<file path="src/rtl/mbs_pkg.sv">
package mbs_pkg;
    typedef enum logic [1:0] {
        PH_IDLE = 2'd0,
        PH_ADDR = 2'd1,
        PH_WAIT = 2'd2,
        PH_END  = 2'd3
    } phase_e;
endpackage

</file>
<file path="src/rtl/mbs_phase_ctrl.sv">
module mbs_phase_ctrl
    import mbs_pkg::*;
#(
    parameter int BURST_LEN = 4
) (
    input  logic clk,
    input  logic rst_n,
    input  logic req_valid,
    input  logic req_write,
    input  logic req_burst,
    input  logic bus_ready_n,
    output logic accept,
    output logic step,
    output logic capture,
    output logic busy,
    output logic done,
    output logic rd_stb,
    output logic wr_stb,
    output logic wdata_oe
);
    localparam int CW = (BURST_LEN > 1) ? $clog2(BURST_LEN) : 1;
    localparam logic [CW-1:0] LAST_IDX = CW'(BURST_LEN - 1);

    typedef struct packed {
        phase_e         ph;
        logic           wr;
        logic           burst;
        logic [CW-1:0]  idx;
        logic           done;
    } ctl_t;

    ctl_t ctl_d, ctl_q;

    always_comb begin
        ctl_d      = ctl_q;
        ctl_d.done = 1'b0;
        accept     = 1'b0;
        step       = 1'b0;
        capture    = 1'b0;
        case (ctl_q.ph)
            PH_IDLE: begin
                if (req_valid) begin
                    accept      = 1'b1;
                    ctl_d.ph    = PH_ADDR;
                    ctl_d.wr    = req_write;
                    ctl_d.burst = req_burst & ~req_write;
                    ctl_d.idx   = '0;
                end
            end
            PH_ADDR: ctl_d.ph = PH_WAIT;
            PH_WAIT: begin
                if (!bus_ready_n) ctl_d.ph = PH_END;
            end
            default: begin
                capture = ~ctl_q.wr;
                if (ctl_q.burst && ctl_q.idx != LAST_IDX) begin
                    step      = 1'b1;
                    ctl_d.idx = ctl_q.idx + 1'b1;
                    ctl_d.ph  = PH_ADDR;
                end else begin
                    ctl_d.ph   = PH_IDLE;
                    ctl_d.done = 1'b1;
                end
            end
        endcase
    end

    always_ff @(posedge clk) begin
        if (!rst_n) begin
            ctl_q <= '{ph: PH_IDLE, wr: 1'b0, burst: 1'b0, idx: '0, done: 1'b0};
        end else begin
            ctl_q <= ctl_d;
        end
    end

    assign busy     = (ctl_q.ph != PH_IDLE);
    assign done     = ctl_q.done;
    assign rd_stb   = busy & ~ctl_q.wr;
    assign wr_stb   = busy & ctl_q.wr;
    assign wdata_oe = wr_stb;

    assert_strobes_exclusive_R8: assert property (@(posedge clk) disable iff (!rst_n)
        !(rd_stb && wr_stb));
    assert_wait_stretch_R4: assert property (@(posedge clk) disable iff (!rst_n)
        (ctl_q.ph == PH_WAIT && bus_ready_n) |=> (ctl_q.ph == PH_WAIT));
    assert_busy_from_request_R7: assert property (@(posedge clk) disable iff (!rst_n)
        $rose(busy) |-> $past(req_valid));
    assert_done_pulse_R9: assert property (@(posedge clk) disable iff (!rst_n)
        done |=> !done);
    assert_done_idle_R9: assert property (@(posedge clk) disable iff (!rst_n)
        done |-> !busy);
endmodule

</file>
<file path="src/rtl/mbs_addr_gen.sv">
module mbs_addr_gen #(
    parameter int AW         = 16,
    parameter int WORD_BYTES = 4
) (
    input  logic          clk,
    input  logic          rst_n,
    input  logic          accept,
    input  logic          step,
    input  logic [AW-1:0] req_addr,
    output logic [AW-1:0] bus_addr
);
    localparam logic [AW-1:0] STRIDE = AW'(WORD_BYTES);

    logic [AW-1:0] addr_d, addr_q;

    always_comb begin
        addr_d = addr_q;
        if (accept)    addr_d = req_addr;
        else if (step) addr_d = addr_q + STRIDE;
    end

    always_ff @(posedge clk) begin
        if (!rst_n) addr_q <= '0;
        else        addr_q <= addr_d;
    end

    assign bus_addr = addr_q;

    assert_addr_hold_R6: assert property (@(posedge clk) disable iff (!rst_n)
        (!accept && !step) |=> $stable(bus_addr));
endmodule

</file>
<file path="src/rtl/mbs_data_path.sv">
module mbs_data_path #(
    parameter int DW = 32
) (
    input  logic          clk,
    input  logic          rst_n,
    input  logic          accept,
    input  logic          req_write,
    input  logic          capture,
    input  logic          wdata_oe,
    input  logic [DW-1:0] req_wdata,
    input  logic [DW-1:0] bus_rdata,
    output logic [DW-1:0] bus_wdata,
    output logic [DW-1:0] rd_data,
    output logic          rd_valid
);
    typedef struct packed {
        logic [DW-1:0] wdata;
        logic [DW-1:0] rdata;
        logic          rvld;
    } dp_t;

    dp_t dp_d, dp_q;

    always_comb begin
        dp_d      = dp_q;
        dp_d.rvld = capture;
        if (accept && req_write) dp_d.wdata = req_wdata;
        if (capture)             dp_d.rdata = bus_rdata;
    end

    always_ff @(posedge clk) begin
        if (!rst_n) dp_q <= '0;
        else        dp_q <= dp_d;
    end

    assign bus_wdata = dp_q.wdata;
    assign rd_data   = dp_q.rdata;
    assign rd_valid  = dp_q.rvld;

    assert_wdata_steady_R3: assert property (@(posedge clk) disable iff (!rst_n)
        (wdata_oe && $past(wdata_oe)) |-> $stable(bus_wdata));
    assert_no_capture_on_write_R8: assert property (@(posedge clk) disable iff (!rst_n)
        wdata_oe |-> !capture);
endmodule

</file>
<file path="src/rtl/mem_bus_seq.sv">
module mem_bus_seq #(
    parameter int AW        = 16,
    parameter int DW        = 32,
    parameter int BURST_LEN = 4
) (
    input  logic          clk,
    input  logic          rst_n,
    input  logic          req_valid,
    input  logic          req_write,
    input  logic          req_burst,
    input  logic [AW-1:0] req_addr,
    input  logic [DW-1:0] req_wdata,
    output logic          busy,
    output logic          done,
    output logic [DW-1:0] rd_data,
    output logic          rd_valid,
    output logic [AW-1:0] bus_addr,
    output logic [DW-1:0] bus_wdata,
    output logic          bus_wdata_oe,
    output logic          bus_rd,
    output logic          bus_wr,
    input  logic [DW-1:0] bus_rdata,
    input  logic          bus_ready_n
);
    localparam int WORD_BYTES = DW / 8;

    logic accept, step, capture;

    mbs_phase_ctrl #(.BURST_LEN(BURST_LEN)) u_ctrl (
        .clk(clk), .rst_n(rst_n),
        .req_valid(req_valid), .req_write(req_write), .req_burst(req_burst),
        .bus_ready_n(bus_ready_n),
        .accept(accept), .step(step), .capture(capture),
        .busy(busy), .done(done),
        .rd_stb(bus_rd), .wr_stb(bus_wr), .wdata_oe(bus_wdata_oe)
    );

    mbs_addr_gen #(.AW(AW), .WORD_BYTES(WORD_BYTES)) u_addr (
        .clk(clk), .rst_n(rst_n),
        .accept(accept), .step(step),
        .req_addr(req_addr), .bus_addr(bus_addr)
    );

    mbs_data_path #(.DW(DW)) u_data (
        .clk(clk), .rst_n(rst_n),
        .accept(accept), .req_write(req_write), .capture(capture),
        .wdata_oe(bus_wdata_oe),
        .req_wdata(req_wdata), .bus_rdata(bus_rdata),
        .bus_wdata(bus_wdata), .rd_data(rd_data), .rd_valid(rd_valid)
    );
endmodule

</file>
<file path="config.mk">
export PLATFORM = sky130hd
export DESIGN_NAME = mem_bus_seq
export DESIGN_NICKNAME = d
export VERILOG_FILES = /design/src/rtl/mbs_pkg.sv /design/src/rtl/mbs_phase_ctrl.sv /design/src/rtl/mbs_addr_gen.sv /design/src/rtl/mbs_data_path.sv /design/src/rtl/mem_bus_seq.sv
export SDC_FILE = /design/constraint.sdc
export NUM_CORES = 1
export LEC_CHECK = 0
export ABC_AREA = 1
export ABC_CLOCK_PERIOD_IN_PS = 1630
export BUFFER_PORTS_ARGS = -buffer_cell sky130_fd_sc_hd__buf_2
export CORE_UTILIZATION = 30
export CTS_BUF_LIST = sky130_fd_sc_hd__clkbuf_4 sky130_fd_sc_hd__clkbuf_8
export DETAILED_ROUTE_END_ITERATION = 16
export GPL_ROUTABILITY_DRIVEN = 0
export PLACE_DENSITY = 0.53
export SYNTH_ARGS = -nofsm -noshare
export SYNTH_HDL_FRONTEND = slang
export SYNTH_SLANG_ARGS = --single-unit
</file>
<file path="constraint.sdc">
create_clock -name clk -period 1.63 [get_ports clk]
set_input_delay 0.163 -clock clk [delete_from_list [all_inputs] [get_ports clk]]
set_output_delay 0.163 -clock clk [all_outputs]
set_load 0.02 [all_outputs]
</file>
Word level (Yosys, flattened, before mapping)
Index checks and enable logic that the tools add are counted.
- register bits: 88
- bits of input ports: 86
- logic and storage cells: 49
- add/subtract/negate cells: 2
- equality and inequality tests: 5
- muxes and demuxes: 14
- bitwise gates (word level): 7
- reduce and logical (&&, ||, !) cells: 12
- operators by type and width (cell ; number):
    2-to-1 mux 16 bit ; 2
    adder 16 x 3 -> 16 bit (second input constant) ; 1
    2-to-1 mux 1 bit ; 7
    2-to-1 mux 6 bit ; 1
    != test 2 bit (second input constant) ; 3
    one-hot mux 2 bit (3 select lines) ; 1
    nonzero test 2 bit ; 3
    2-to-1 mux 2 bit ; 2
    NOT 1 bit ; 4
    one-hot mux 2 bit (2 select lines) ; 1
    AND reduction 2 bit ; 2
    OR reduction 4 bit ; 1
    AND 1 bit ; 3
    AND reduction 3 bit ; 1
    OR reduction 3 bit ; 1
    adder 2 x 1 -> 2 bit (second input constant) ; 1
    == test 2 x 1 -> 1 bit (second input constant) ; 1
    == test 2 bit (second input constant) ; 1
    logical AND 1 bit ; 2
    logical NOT 2 bit ; 1
    OR reduction 2 bit ; 1

Longest topological paths before layout
- depth after elaboration: 6
- depth in mapped cells: 9

By module
From an unflattened synthesis, not the netlist that was laid out.
- cells, all modules: 532
- area, all modules: 3846.2 um^2
- modules (own cells, without submodules) (module ; times used ; cells each ; area each (um^2) ; sequential area each (um^2)):
    mbs_data_path ; 1 ; 344 ; 2499.9 ; 1301.2
    mbs_addr_gen ; 1 ; 132 ; 949.7 ; 320.3
    mbs_phase_ctrl ; 1 ; 56 ; 396.6 ; 140.1

Least setup slack after synthesis
No wires, ideal clock.
- kind: flip-flop to flip-flop
- start: reg u_addr.addr_q[2] (netlist: u_addr.bus_addr[2])
- end: reg u_addr.addr_q[12] (netlist: u_addr.bus_addr[12])
- arrival time: 1.306 ns
- path slack: 0.188 ns
- stages on the path, launching flop included: 9
- path through: dfxtp_1 > ha_1 > nand3_1 > nor2_1 > nand2_1 > nand2_1 > nand3_1 > nand2_1 > a21oi_2
- cells in the longest elaborated chain, start to end: 3
- RTL lines (what ; line ; source):
    start, declared ; mbs_addr_gen.sv:14 ; logic [AW-1:0] addr_d, addr_q;
    start signal, assigned ; mbs_addr_gen.sv:24 ; else addr_q <= addr_d;
    adder 16 x 3 -> 16 bit ; mbs_addr_gen.sv:19 ; else if (step) addr_d = addr_q + STRIDE;
    2-to-1 mux 16 bit ; mbs_addr_gen.sv:19 ;
    2-to-1 mux 16 bit ; mbs_addr_gen.sv:18 ; if (accept) addr_d = req_addr;
No other way between the ends. The select of a mux whose other input is x is not followed.
A chain may end at the register's enable or synchronous reset.

Final worst setup path
- start: reg u_ctrl.ctl_q[5] (netlist name)
- end: out bus_wdata_oe
- cells in the longest elaborated chain, start to end: 2
- RTL lines (what ; line ; source):
    start, declared ; mbs_phase_ctrl.sv:32 ; ctl_t ctl_d, ctl_q;
    start signal, assigned ; mbs_phase_ctrl.sv:70 ; ctl_q <= '{ph: PH_IDLE, wr: 1'b0, burst: 1'b0, idx: '0, done: 1'b0};
    start signal, assigned ; mbs_phase_ctrl.sv:72 ; ctl_q <= ctl_d;
    nonzero test 2 bit ; mbs_phase_ctrl.sv:76 ; assign busy = (ctl_q.ph != PH_IDLE);
    AND 1 bit ; mbs_phase_ctrl.sv:79 ; assign wr_stb = busy & ctl_q.wr;
    end, declared ; mem_bus_seq.sv:19 ; output logic bus_wdata_oe,
No other way between the ends.

==> flow_summary.toml <==
[worst_setup_path]
crit_required_ps = 1470
crit_start = "u_ctrl.ctl_q[5]"
slowest_delay_ps = 360
critPathCaptureType = "primary output"
crit_type = "register to primary output"
cp_data_arrival_time_ps = 1370
path_max_fanout = 5
crit_slowest_cell = "dfxtp_2"
rr_startpoint = "u_ctrl.ctl_q[5]"
cp_cell_sequence = "inv_1, ha_4, nor2_2, buf_2"
start_kind = "register"

[final_layout]
fin_cells = 827
diodes = 0
final_common_cell = "buf_2"
fin_nets = 769
layout_common_cells = "buf_2 (171), nor2_1 (91), dfxtp_1 (86)"
drive_above_1_share = 0.328
fin_area_um2 = 5100
syn2layout_area_growth_pct = 38.9

[pwr]
leakage_uw = 0.00243
powerDensity_nw_per_um2 = 1370
ir_worst_vdd_v = 0.000482

[detailed_routing]
drt-initial-drc-count = 236
wl_met3_um = 806
viasPerCell = 4.70
drcViolationCount = 0
dr_wl_met2_um = 4970
drt-met1-wl_um = 4790
routed_wl_um = 10700
top_layer_used = "met4"
first_pass_iters = 4
wl_per_cell_um = 13.0
vias = 3887
postRouteAntennaNets = 0

[sta]
slew_headroom = 0.716
finalSetupViolCount = 0
rsz0062_at_grt = "yes"
post-route-min-period_ps = 1540
slew_violations = 0
final-hold-violation-count = 0
period_share = 0.943
max_clock_freq_ghz = 0.651
worst_slew_pin_slew_ps = 426
finalClockSkew_ps = 16.0

[grt]
grt_pass1_wl_um = 17500
antenna_found_initial = 0
grtUsageTotal = 0.173
first_global_vias = 3676
grt_max_degree = 34
grt.overflow.total = 0

[placement]
hpwlAfterDp_um = 7430
dpl_cell_area_um2 = 4710
dp.cells = 797
port_buffers = 171

[logic_synthesis]
netlist-cell-type-count = 28
syn_area_per_cell_um2 = 7.42
synth-seq-area-share = 0.479
yosysWarningCount = 0
postSynthCellCount = 495
synth_fp_nets = 587
syn_area_um2 = 3670
synth-seq-cells = 88

[die]
core_area_um2 = 12000
initial_core_util = 0.307
die_w_um = 113
die-area_um2 = 12700
fp-row-count = 40
die_height_um = 113
io_pins = 172

[run]
maxCapViolations = 0

[clock_tree]
clk_path_buf_depth = 2
cts_tree = "done"
cts_root_buf = "clkbuf_8"
cts_made_buffers = 9
clock_sinks = 88
cts.clk_slew.worst_paths_ps = 80
clock_latency_ps = 380
cts.htree.levels = 3

[hold_path]
hp-class = "primary input to register"
worst_hold_startpoint = "bus_rdata[7]"

[run_status]
status = "completed"
## worst max-delay path: cells and delay by family, from the launching register on
family,cells,cell delay [ps]
adder cells (fa/ha/maj),1,210
buffers and inverters,2,290
flip-flops,1,360
AND/OR/NAND/NOR,1,160
## flip-flops by register name (all words and copies together) (netlist names)
name / flops
u_data.rd_data: 32
u_ctrl.ctl_q: 6
u_data.bus_wdata: 32
u_data.rd_valid: 1
u_ctrl.done: 1
u_addr.bus_addr: 16
## repair_timing
item | CTS | global route
hold buffers | 16 | 0
endpoints found under the setup margin | 37 | 44
setup buffers | 0 | 0
hold endpoints to repair | 16 | 0
resized for setup | 5 | 5
## area by class of cell
class / instances / area, um^2
fillers: 1247 / 6860
flip-flops and latches: 88 / 1760
clock buffers: 11 / 151
multi-input cells: 352 / 1700
inverters: 25 / 98.8
well taps: 147 / 184
clock inverters: 3 / 42.5
repair buffers: 201 / 1160
## where the power goes
part | total, uW | switching (uW) | internal [uW] | leakage [uW]
Clock | 1550 | 777 | 773 | 0.0000973
Combinational | 2700 | 1730 | 964 | 0.00162
Sequential | 2770 | 242 | 2520 | 0.000717
## routing by layer
metal / GRT usage / vias to the layer above
li1: - / 1985
met1: 0.211 / 1768
met2: 0.286 / 121
met3: 0.0599 / 13
met4: 0.0569 / 0
met5: 0 / -
## through the flow
| step | TNS [ps] | util | worst slack (ps) | power, uW | hold slack [ps] |
|---|---|---|---|---|---|
| final | 0 | 0.427 | 93.6 | 7010 | 20.6 |
| after global routing | -2.27 | 0.427 | -2.27 | 7490 | 11.0 |
| after CTS | 0 | 0.424 | 38.3 | 7000 | 0.637 |
| after detailed placement | -24.3 | 0.394 | -18.5 | 5380 | 394 |
| after global placement | 0 | 0.394 | 75.0 | 5340 | 384 |
| after floorplan | 0 | - | 188 | 4510 | 298 |
## synth_stat cells
library cell / instances / share of area
buf_6: 1 / 0.0031
inv_4: 1 / 0.0017
nor3_1: 3 / 0.0041
a31oi_1: 4 / 0.0068
dfxtp_1: 88 / 0.48
nand4_1: 4 / 0.0068
nand2_1: 83 / 0.085
inv_1: 22 / 0.022
nand2_2: 1 / 0.0017
nand3_2: 1 / 0.0027
nand3_1: 56 / 0.076
nor2_2: 5 / 0.0085
buf_2: 9 / 0.012
clkbuf_1: 15 / 0.015
o21ai_0: 39 / 0.053
o221ai_1: 1 / 0.0024
xor2_1: 1 / 0.0024
o21bai_1: 1 / 0.0020
a21oi_1: 40 / 0.054
o211ai_1: 3 / 0.0061
nor4_1: 1 / 0.0017
a21oi_2: 5 / 0.012
buf_4: 5 / 0.010
inv_2: 2 / 0.0020
ha_1: 6 / 0.020
nand3b_1: 3 / 0.0061
nor2_1: 93 / 0.095
nand2_4: 2 / 0.0061
## kinds of logic after synthesis
logic type               after synthesis  synth area share
AO/OA/AOI/OAI                         93             0.137
AND/OR/NAND/NOR                      252             0.294
XOR/XNOR                               1           0.00238
flip-flops                            88             0.479
adder cells (fa/ha/maj)                6            0.0204
buffers and inverters                 55            0.0671
## final timing paths
path                           to  slack [ps]  cells past startpoint
max                  bus_wdata_oe          90                      4
min             u_data.rd_data[7]          20                      3
max reg2reg  u_data.bus_wdata[24]         150                      7
min reg2reg  u_data.bus_wdata[25]         460                      2
(Power assumes the default switching activity.)
